**src/rtl/otp_seq_pkg.sv**
```systemverilog
package otp_seq_pkg;

    localparam logic [15:0] OFF_CTRL = 16'h0020;
    localparam logic [15:0] OFF_CNT  = 16'h0024;
    localparam logic [15:0] OFF_LEAD = 16'h0028;
    localparam logic [15:0] OFF_STAT = 16'h002C;
    localparam logic [15:0] OFF_INT  = 16'h0304;
    localparam logic [15:0] OFF_BUF  = 16'h1000;

    typedef enum logic [1:0] {
        ST_IDLE  = 2'd0,
        ST_LEAD  = 2'd1,
        ST_SHIFT = 2'd2,
        ST_FIN   = 2'd3
    } seq_state_e;

    typedef struct packed {
        logic cs;
        logic stb;
        logic dat;
    } ser_pins_t;

    // upper half of the written word selects which low-half bits change
    function automatic logic [15:0] mask_merge(input logic [15:0] cur,
                                               input logic [31:0] wv);
        return (cur & ~wv[31:16]) | (wv[15:0] & wv[31:16]);
    endfunction

endpackage

```
**src/rtl/otp_seq_regs.sv**
```systemverilog
module otp_seq_regs
    import otp_seq_pkg::*;
#(
    parameter int ADDR_W = 16,
    parameter int DEPTH  = 8,
    parameter int CNT_W  = 3,
    parameter int LEAD_W = 4
) (
    input  logic                   clk,
    input  logic                   rst,
    input  logic                   wr_en,
    input  logic [ADDR_W-1:0]      addr,
    input  logic [31:0]            wdata,
    output logic [31:0]            rdata,
    input  logic                   seq_active,
    input  logic                   seq_fin,
    output logic                   ctrl_en,
    output logic [7:0]             dev_addr,
    output logic [CNT_W-1:0]       last_cnt,
    output logic [LEAD_W-1:0]      lead,
    output logic [DEPTH-1:0][7:0]  cmd_buf
);

    localparam logic [ADDR_W-1:0] A_CTRL = ADDR_W'(OFF_CTRL);
    localparam logic [ADDR_W-1:0] A_CNT  = ADDR_W'(OFF_CNT);
    localparam logic [ADDR_W-1:0] A_LEAD = ADDR_W'(OFF_LEAD);
    localparam logic [ADDR_W-1:0] A_STAT = ADDR_W'(OFF_STAT);
    localparam logic [ADDR_W-1:0] A_INT  = ADDR_W'(OFF_INT);
    localparam logic [ADDR_W-1:0] A_BUF  = ADDR_W'(OFF_BUF);

    logic [15:0]           ctrl_q;
    logic [CNT_W-1:0]      cnt_q;
    logic [LEAD_W-1:0]     lead_q;
    logic [DEPTH-1:0][7:0] buf_q;
    logic                  done_q;
    logic                  busy;
    logic                  cfg_wr;
    logic [15:0]           cnt_next;
    logic [15:0]           lead_next;
    logic [ADDR_W-1:0]     buf_off;
    logic                  buf_hit;
    logic [CNT_W-1:0]      buf_sel;

    assign busy      = ctrl_q[0] | seq_active;
    assign cfg_wr    = wr_en & ~busy;
    assign cnt_next  = mask_merge(16'(cnt_q), wdata);
    assign lead_next = mask_merge(16'(lead_q), wdata);

    assign buf_off = addr - A_BUF;
    assign buf_hit = (addr >= A_BUF) && (buf_off[1:0] == 2'b00) &&
                     (buf_off[ADDR_W-1:2] < (ADDR_W-2)'(DEPTH));
    assign buf_sel = buf_off[CNT_W+1:2];

    always_ff @(posedge clk) begin
        if (rst) begin
            ctrl_q <= '0;
        end else if (seq_fin) begin
            ctrl_q[0] <= 1'b0;
        end else if (cfg_wr && addr == A_CTRL) begin
            ctrl_q <= mask_merge(ctrl_q, wdata);
        end
    end

    always_ff @(posedge clk) begin
        if (rst) begin
            cnt_q  <= '0;
            lead_q <= '0;
        end else begin
            if (cfg_wr && addr == A_CNT)  cnt_q  <= cnt_next[CNT_W-1:0];
            if (cfg_wr && addr == A_LEAD) lead_q <= lead_next[LEAD_W-1:0];
        end
    end

    always_ff @(posedge clk) begin
        if (rst) begin
            done_q <= 1'b0;
        end else if (seq_fin) begin
            done_q <= 1'b1;
        end else if (wr_en && addr == A_INT && wdata[1]) begin
            done_q <= 1'b0;
        end
    end

    for (genvar g = 0; g < DEPTH; g++) begin : g_buf
        always_ff @(posedge clk) begin
            if (rst) begin
                buf_q[g] <= '0;
            end else if (cfg_wr && buf_hit && buf_sel == CNT_W'(g)) begin
                buf_q[g] <= wdata[7:0];
            end
        end
    end

    always_comb begin
        rdata = '0;
        if (addr == A_CTRL)      rdata = {16'h0, ctrl_q};
        else if (addr == A_CNT)  rdata = 32'(cnt_q);
        else if (addr == A_LEAD) rdata = 32'(lead_q);
        else if (addr == A_STAT) rdata = {31'h0, busy};
        else if (addr == A_INT)  rdata = {30'h0, done_q, 1'b0};
        else if (buf_hit)        rdata = {24'h0, buf_q[buf_sel]};
    end

    assign ctrl_en  = ctrl_q[0];
    assign dev_addr = ctrl_q[15:8];
    assign last_cnt = cnt_q;
    assign lead     = lead_q;
    assign cmd_buf  = buf_q;

    p_done_set_r6: assert property (@(posedge clk) disable iff (rst)
        seq_fin |=> done_q);

    p_en_clear_r8: assert property (@(posedge clk) disable iff (rst)
        seq_fin |=> !ctrl_q[0]);

    p_buf_frozen_r9: assert property (@(posedge clk) disable iff (rst)
        busy |=> $stable(buf_q));

endmodule

```
**src/rtl/otp_seq_shifter.sv**
```systemverilog
module otp_seq_shifter
    import otp_seq_pkg::*;
#(
    parameter int DEPTH  = 8,
    parameter int CNT_W  = 3,
    parameter int LEAD_W = 4
) (
    input  logic                  clk,
    input  logic                  rst,
    input  logic                  start,
    input  logic [7:0]            dev_addr,
    input  logic [CNT_W-1:0]      last_cnt,
    input  logic [LEAD_W-1:0]     lead,
    input  logic [DEPTH-1:0][7:0] cmd_buf,
    output logic                  active,
    output logic                  fin,
    output ser_pins_t             pins
);

    localparam int IDX_W = CNT_W + 1;

    seq_state_e        state;
    logic [LEAD_W-1:0] lead_left;
    logic [2:0]        bit_left;
    logic [IDX_W-1:0]  byte_idx;
    logic [7:0]        shreg;
    logic [IDX_W-1:0]  last_idx;

    assign last_idx = IDX_W'(last_cnt) + IDX_W'(1);

    always_ff @(posedge clk) begin
        if (rst) begin
            state     <= ST_IDLE;
            lead_left <= '0;
            bit_left  <= '0;
            byte_idx  <= '0;
            shreg     <= '0;
        end else begin
            unique case (state)
                ST_IDLE: begin
                    if (start) begin
                        lead_left <= lead;
                        shreg     <= dev_addr;
                        bit_left  <= 3'd7;
                        byte_idx  <= '0;
                        state     <= (lead == '0) ? ST_SHIFT : ST_LEAD;
                    end
                end
                ST_LEAD: begin
                    lead_left <= lead_left - LEAD_W'(1);
                    if (lead_left == LEAD_W'(1)) state <= ST_SHIFT;
                end
                ST_SHIFT: begin
                    if (bit_left == 3'd0) begin
                        if (byte_idx == last_idx) begin
                            state <= ST_FIN;
                        end else begin
                            shreg    <= cmd_buf[byte_idx[CNT_W-1:0]];
                            byte_idx <= byte_idx + IDX_W'(1);
                            bit_left <= 3'd7;
                        end
                    end else begin
                        shreg    <= {shreg[6:0], 1'b0};
                        bit_left <= bit_left - 3'd1;
                    end
                end
                default: state <= ST_IDLE;
            endcase
        end
    end

    assign active   = (state != ST_IDLE);
    assign fin      = (state == ST_FIN);
    assign pins.cs  = (state == ST_LEAD) || (state == ST_SHIFT);
    assign pins.stb = (state == ST_SHIFT);
    assign pins.dat = (state == ST_SHIFT) && shreg[7];

    p_stb_in_cs_r4: assert property (@(posedge clk) disable iff (rst)
        pins.stb |-> pins.cs);

    p_fin_single_r6: assert property (@(posedge clk) disable iff (rst)
        fin |=> !fin);

    p_cfg_frozen_r9: assert property (@(posedge clk) disable iff (rst)
        active |=> ($stable(last_cnt) && $stable(dev_addr) && $stable(lead)));

endmodule

```
**src/rtl/otp_cmd_seq.sv**
```systemverilog
module otp_cmd_seq
    import otp_seq_pkg::*;
#(
    parameter int ADDR_W = 16,
    parameter int DEPTH  = 8,
    parameter int LEAD_W = 4
) (
    input  logic              clk,
    input  logic              rst,
    input  logic              reg_wr,
    input  logic [ADDR_W-1:0] reg_addr,
    input  logic [31:0]       reg_wdata,
    output logic [31:0]       reg_rdata,
    output logic              otp_cs,
    output logic              otp_stb,
    output logic              otp_dat
);

    localparam int CNT_W = (DEPTH > 1) ? $clog2(DEPTH) : 1;

    logic                  ctrl_en;
    logic [7:0]            dev_addr;
    logic [CNT_W-1:0]      last_cnt;
    logic [LEAD_W-1:0]     lead;
    logic [DEPTH-1:0][7:0] cmd_buf;
    logic                  seq_active;
    logic                  seq_fin;
    ser_pins_t             pins;

    otp_seq_regs #(
        .ADDR_W(ADDR_W), .DEPTH(DEPTH), .CNT_W(CNT_W), .LEAD_W(LEAD_W)
    ) u_regs (
        .clk        (clk),
        .rst        (rst),
        .wr_en      (reg_wr),
        .addr       (reg_addr),
        .wdata      (reg_wdata),
        .rdata      (reg_rdata),
        .seq_active (seq_active),
        .seq_fin    (seq_fin),
        .ctrl_en    (ctrl_en),
        .dev_addr   (dev_addr),
        .last_cnt   (last_cnt),
        .lead       (lead),
        .cmd_buf    (cmd_buf)
    );

    otp_seq_shifter #(
        .DEPTH(DEPTH), .CNT_W(CNT_W), .LEAD_W(LEAD_W)
    ) u_shift (
        .clk      (clk),
        .rst      (rst),
        .start    (ctrl_en),
        .dev_addr (dev_addr),
        .last_cnt (last_cnt),
        .lead     (lead),
        .cmd_buf  (cmd_buf),
        .active   (seq_active),
        .fin      (seq_fin),
        .pins     (pins)
    );

    assign otp_cs  = pins.cs;
    assign otp_stb = pins.stb;
    assign otp_dat = pins.dat;

endmodule

```
**config.mk**
```make
export PLATFORM = sky130hd
export DESIGN_NAME = otp_cmd_seq
export DESIGN_NICKNAME = d
export VERILOG_FILES = /design/src/rtl/otp_seq_pkg.sv /design/src/rtl/otp_seq_regs.sv /design/src/rtl/otp_seq_shifter.sv /design/src/rtl/otp_cmd_seq.sv
export SDC_FILE = /design/constraint.sdc
export NUM_CORES = 1
export LEC_CHECK = 0
export BUFFER_PORTS_ARGS = -buffer_cell sky130_fd_sc_hd__clkbuf_2
export CAP_MARGIN = 20
export CORE_ASPECT_RATIO = 0.9
export CORE_MARGIN = 3
export CORE_UTILIZATION = 53
export CTS_BUF_LIST = sky130_fd_sc_hd__clkbuf_16
export DETAILED_ROUTE_END_ITERATION = 10
export PLACE_DENSITY = 0.76
export SYNTH_ARGS = -nofsm -noshare
export SYNTH_HDL_FRONTEND = slang
export SYNTH_HIERARCHICAL = 1
export SYNTH_SLANG_ARGS = --single-unit
export TNS_END_PERCENT = 30
```
**constraint.sdc**
```tcl
create_clock -name clk -period 2.4 [get_ports clk]
set_clock_uncertainty 0.1 [all_clocks]
set_input_delay 0.6 -clock clk [delete_from_list [all_inputs] [get_ports clk]]
set_output_delay 0.6 -clock clk [all_outputs]
set_load 0.01 [all_outputs]
```
* Word-level counts from Yosys, hierarchy flattened
Index checks and enable logic that the tools add are counted.
** Storage, ports and cells
- Register bits after elaboration :: 109
- Latch bits :: 0
- RAM bits :: 0
- ROM bits :: 0
- Bits of input ports :: 51
- Output and inout bits :: 35
- Logic and storage cells :: 127
- Memories :: 0
** Cells by class
- $add $sub $neg :: 5
- Multiply operators :: 0
- Divide/modulo/power cells :: 0
- Order comparisons :: 4
- Equality and inequality tests :: 23
- Shift-type cells :: 0
- Multiplexer cells :: 32
- Bitwise gates (word level) :: 12
- Reduce and logical (&&, ||, !) cells :: 33
** Operator list (number)
- two-way mux 32 bit :: 5
- == test 16 x 6 -> 1 bit (second input constant) :: 4
- binary-select mux 8 bit (select 3 bit) :: 2
- two-way mux 8 bit :: 6
- bitwise AND 16 bit :: 2
- logical AND 1 bit :: 17
- == test 16 x 10 -> 1 bit (second input constant) :: 1
- >= comparator 16 x 13 -> 1 bit (second input constant) :: 1
- two-way mux 4 bit :: 4
- NOT 16 bit :: 1
- bitwise OR 16 bit :: 1
- one-hot mux 4 bit (2 select lines) :: 2
- one-hot mux 8 bit (2 select lines) :: 1
- subtractor 16 x 13 -> 16 bit (second input constant) :: 1
- < comparator 14 x 4 -> 1 bit (second input constant) :: 1
- == test 3 bit (second input constant) :: 4
- two-way mux 2 bit :: 5
- two-way mux 3 bit :: 3
- < comparator 3 x 4 -> 1 bit (second input constant) :: 2
- AND reduction 4 bit :: 2
- nonzero test 2 bit :: 4
- == test 3 x 2 -> 1 bit (second input constant) :: 2
- zero test 3 bit :: 2
- inequality test 2 x 1 -> 1 bit (second input constant) :: 3
- 27 further kinds :: 33

* Logic depth before layout (Yosys ltp)
- Depth in word-level cells :: 10
- Mapped depth :: 10
- Depth with buffers taken out :: 7

* Hierarchy
Netlist, hierarchy kept.
** Modules (own cells, without submodules)
- otp_seq_regs :: times used 1, cells each 505, area an instance 4738.3 µm², sequential area each 1761.7 µm²
- otp_seq_shifter :: times used 1, cells each 242, area an instance 1891.8 µm², sequential area each 420.4 µm²

* Worst setup path after synthesis
No wires, ideal clock.
- Path type :: input to output
- Start :: in reg_addr[6]
- End :: out reg_rdata[10]
- Arrival :: 1.894 ns
- Data required time :: 1.700 ns
- Setup slack :: -0.194 ns
- Stages :: 5
- Path buffers :: 1
- Path through :: nor4_2 nand4_1 nor2_1 clkbuf_1 and2_1
** Between the ends
- Cells in the longest elaborated chain, start to end :: 5
- Elaborated cells on any way between the ends :: 8
- Those cells by class :: 4 x eq/ne; 4 x mux
** RTL lines
- start: declaration :: RTL line otp_cmd_seq.sv:11 : input logic [ADDR_W-1:0] reg_addr,
- == test 16 x 6 -> 1 bit :: RTL line otp_seq_regs.sv:99 : else if (addr == A_STAT) rdata = {31'h0, busy};
- two-way mux 32 bit :: RTL line otp_seq_regs.sv:99
- two-way mux 32 bit :: RTL line otp_seq_regs.sv:98 : else if (addr == A_LEAD) rdata = 32'(lead_q);
- two-way mux 32 bit :: RTL line otp_seq_regs.sv:97 : else if (addr == A_CNT) rdata = 32'(cnt_q);
- two-way mux 32 bit (*) :: RTL line otp_seq_regs.sv:96 : if (addr == A_CTRL) rdata = {16'h0, ctrl_q};
- end: declaration :: RTL line otp_cmd_seq.sv:13 : output logic [31:0] reg_rdata,
Mark *: on every way between the ends. The rest lies on a longest branch, timed or not.

* Worst setup path in the final report
- Start :: in reg_addr[11]
- End :: out reg_rdata[1]
** Between the ends
- Cells in the longest elaborated chain, start to end :: 9
- Elaborated cells on any way between the ends :: 16
- Those cells by class :: 1 x add/sub; 2 x order compare; 5 x eq/ne; 6 x mux; 2 x reduce/logical
** RTL lines
- subtractor 16 x 13 -> 16 bit or >= comparator 16 x 13 -> 1 bit (tied branches) :: RTL line otp_seq_regs.sv:49, otp_seq_regs.sv:50
- < comparator 14 x 4 -> 1 bit or logical AND 1 bit (tied branches) :: RTL line otp_seq_regs.sv:51, otp_seq_regs.sv:50
- logical AND 1 bit :: RTL line otp_seq_regs.sv:50 : assign buf_hit = (addr >= A_BUF) && (buf_off[1:0] == 2'b00) &&
- two-way mux 8 bit :: RTL line otp_seq_regs.sv:101 : else if (buf_hit) rdata = {24'h0, buf_q[buf_sel]};
- two-way mux 32 bit :: RTL line otp_seq_regs.sv:100 : else if (addr == A_INT) rdata = {30'h0, done_q, 1'b0};
- two-way mux 32 bit :: RTL line otp_seq_regs.sv:99
- two-way mux 32 bit :: RTL line otp_seq_regs.sv:98
- two-way mux 32 bit :: RTL line otp_seq_regs.sv:97
- two-way mux 32 bit (*) :: RTL line otp_seq_regs.sv:96
Marks and branches as above.

==> run summary <==
Leakage Power: 0.00315 uW
Via-per-instance ratio: 6.33
Horiz. Die Dim: 124 um
Ant diodes: 0
Worst skew pair latency: 0.36 ns
Cell Chain, Critical Path: clkbuf_2 -> nor4_4 -> buf_4 -> nand4_1 -> o22ai_2 -> o32a_1 -> buf_2
Flop-to-flop setup slack: 0.08 ns
Crit path DAT: 1.97 ns
Seq/Total Area, Yosys: 0.329
Largest net degree at the start of global routing: 66
Status: finished, violations left
Hold depth: 2
CTS H-tree lvls: 3
DR iter-0 viols: 799
Pwr Total: 4210 uW
Clk slew on worst S/H paths: 0.07 ns
Startpoint Class: input pin
Core area: 12100 um^2
Min Hold Slack: 0.375 ns
Initial antenna violation count: 0
Fin area: 8020 um^2
Relative slew slack: 0.647
Cts bufs inserted: 9
Delay-heaviest family, CP: simple AND/OR/NAND/NOR gates
Count of input and output buffers: 69
Share of layout cells above drive strength 1: 0.250
Failing checks: setup timing
Worst hold path type: flip-flop to flip-flop
Measured slew at the worst slew-check pin: 0.522 ns
Max FO, Critical Path: 5
Slew Viols, Final: 0
EDFF count, synth: 0
Total gr overflow: 0
Remaining routing DRC violations: 0
Unrepaired setup endpoints after global routing: yes
Final worst slack: -0.267 ns
Final GP Congestion: 0.970
RR Startpoint: u_shift/state[1]
Post-Syn Instances: 747
Fmax: 375 MHz
Critical Path Stages: 7
Most frequently used flop master after synthesis: dfxtp_1
Hold Fails Final Rpt: 0
Max_cap viols: 0
Syn avg cell area: 8.88 um^2
Worst Setup EP: reg_rdata[1]
CP Data Required Time: 1.70 ns
Nets: 892
Peak supply drop: 0.353 mV
Post-synthesis cell type count: 67
Post-DP HPWL: 14300 um
Global-route wire length before repair: 31700 um
DR pass1 iterations: 5
Wire per inst: 20.4 um
Dpl cell area: 7420 um^2
Critical path buffers and inverters: 3
Crit-path slowest cell: nor4_4
Root buf cell: clkbuf_16
Seq cells post-synth: 109
Async set-reset flop share out of synthesis: 0
Vias: 6309
Remaining antenna violation count: 0
Die H: 112 um
Area Growth Syn to Fin: 20.9%
Reg2Reg Depth: 8
Ports: 86
CP Capture Type: output port
Power per cell area: 525 nW/um^2
CP Class: input pin to output port
Endpoints failing setup: 16
Die ar.: 13900 um^2
Hold Buf Count CTS: 0
Site Rows: 38
CTS tree: done
All-Layer GR Usage: 0.292
Clk sink count: 109
Maximum clock insertion buffer count: 2
Delay of the slowest cell on the worst path: 0.30 ns
Worst Setup SP: reg_addr[11]
WL final: 20400 um
Synth warnings: 6
R2R Path End: u_regs/cmd_buf[18]
Vias in the first global route: 6041
Syn Std Cell Area: 6630 um^2
Initial Utilization: 0.547
Part of the cycle the worst path needs: 1.11
Minimum clock period: 2.67 ns
==> per-layer routing <==
metal  vias up  track usage  share of wire
met4         0        0.107          0.025
met1      3034        0.401           0.42
li1       2881            -              -
met3        49       0.0655          0.096
met2       345        0.451           0.46
met5         -            0              0
==> synth_stat cells, drive strengths merged, types with 10 or more instances <==
| master | count | area [um^2] |
|---|---|---|
| a21oi | 72 | 360 |
| a22oi | 10 | 75.1 |
| and2 | 12 | 75.1 |
| and3 | 11 | 68.8 |
| buf | 44 | 292 |
| clkbuf | 37 | 140 |
| dfxtp | 109 | 2180 |
| ha | 10 | 125 |
| inv | 12 | 45.0 |
| mux2i | 88 | 881 |
| mux4 | 16 | 360 |
| nand2 | 15 | 56.3 |
| nand2b | 60 | 375 |
| nand3 | 61 | 315 |
| nand4 | 18 | 125 |
| nor2 | 18 | 67.6 |
| o21ai | 60 | 300 |
==> worst min path at each step <==
| stage | slack, ns | startpoint | endpoint |
|---|---|---|---|
| floorplan | 0.34 | u_shift/shreg[0] | u_shift/shreg[0] |
| global placement | 0.36 | u_shift/shreg[0] | u_shift/shreg[0] |
| detailed placement | 0.36 | u_shift/shreg[5] | u_shift/shreg[5] |
| CTS | 0.37 | u_shift/shreg[5] | u_shift/shreg[5] |
| global route | 0.39 | reg_wdata[12] | flip-flop |
| finish | 0.38 | u_shift/shreg[5] | u_shift/shreg[5] |
==> worst reg2reg max path: stages (launching register included) <==
cell and delay [ns]:
dfxtp_2 0.34, inv_1 0.11, ha_1 0.23, inv_2 0.08, nor3b_2 0.27, buf_4 0.24, nand3_1 0.34, o21ai_0 0.38
a21oi_1 0.12
==> cell usage in the layout (no fill, tap or decap), types with 3 or more instances in the layout <==
cell,netlist,layout
o2bb2ai_1,5,4
nand4_1,16,16
or4_1,3,3
nor2b_1,6,6
mux4_2,16,16
buf_6,1,13
nor3_2,4,4
and3_1,11,11
o21ai_1,10,11
dfxtp_1,109,106
mux2i_1,88,85
nand2b_1,60,60
a22oi_1,10,10
conb_1,1,16
bufinv_16,0,3
o21ai_0,50,49
nand3_1,59,59
and2_4,0,7
ha_1,10,10
and2_1,12,5
nor3_1,3,3
buf_4,27,54
clkbuf_16,0,10
buf_12,0,10
buf_2,14,7
a21oi_1,72,72
inv_1,12,13
o22ai_1,4,3
a211o_1,9,9
nor2_1,18,15
clkbuf_2,1,51
nor4b_1,9,8
dfxtp_2,0,3
nand2_1,15,15
==> area by class of cell <==
type | instances | area [um^2]
Inverter | 13 | 48.8
Fill cell | 945 | 4110
Timing Repair Buffer | 139 | 1120
Tap cell | 160 | 200
Clock inverter | 7 | 106
Clock buffer | 9 | 225
Multi-Input combinational cell | 559 | 4130
Sequential cell | 109 | 2190
==> logic make-up after synthesis <==
kind of cell	count (synthesis)	synth area share
simple gates	242	0.223
compound gates	182	0.161
xor+xnor	3	0.00396
mux	106	0.191
fa+ha+maj	10	0.0189
flops	109	0.329
other cells	1	0.000566
buf+inv	94	0.0725
==> per-stage QoR <==
stage | std cells | setup TNS [ns] | setup WS (ns) | utilization
after floorplan | 762 | -0.580 | -0.0505 | -
after global placement | 975 | -3.13 | -0.220 | 0.612
after detailed placement | 975 | -4.03 | -0.260 | 0.612
after CTS | 993 | -2.96 | -0.227 | 0.649
after global routing | 996 | -3.80 | -0.289 | 0.661
final | 996 | -3.00 | -0.267 | 0.661
==> report_power, final <==
group	switching, uW	internal, uW
sequential	16.9	1830
clock	681	1010
combinational	424	251
total	1120	3080
==> repair_timing <==
item | in CTS | in global routing
resized for setup | 20 | 42
gates cloned | 1 | 0
buffers inserted | 2 | 3
pin swaps | 10 | 7
setup endpoints to repair | 16 | 63
Note: power is estimated with default switching activity, not from simulation.
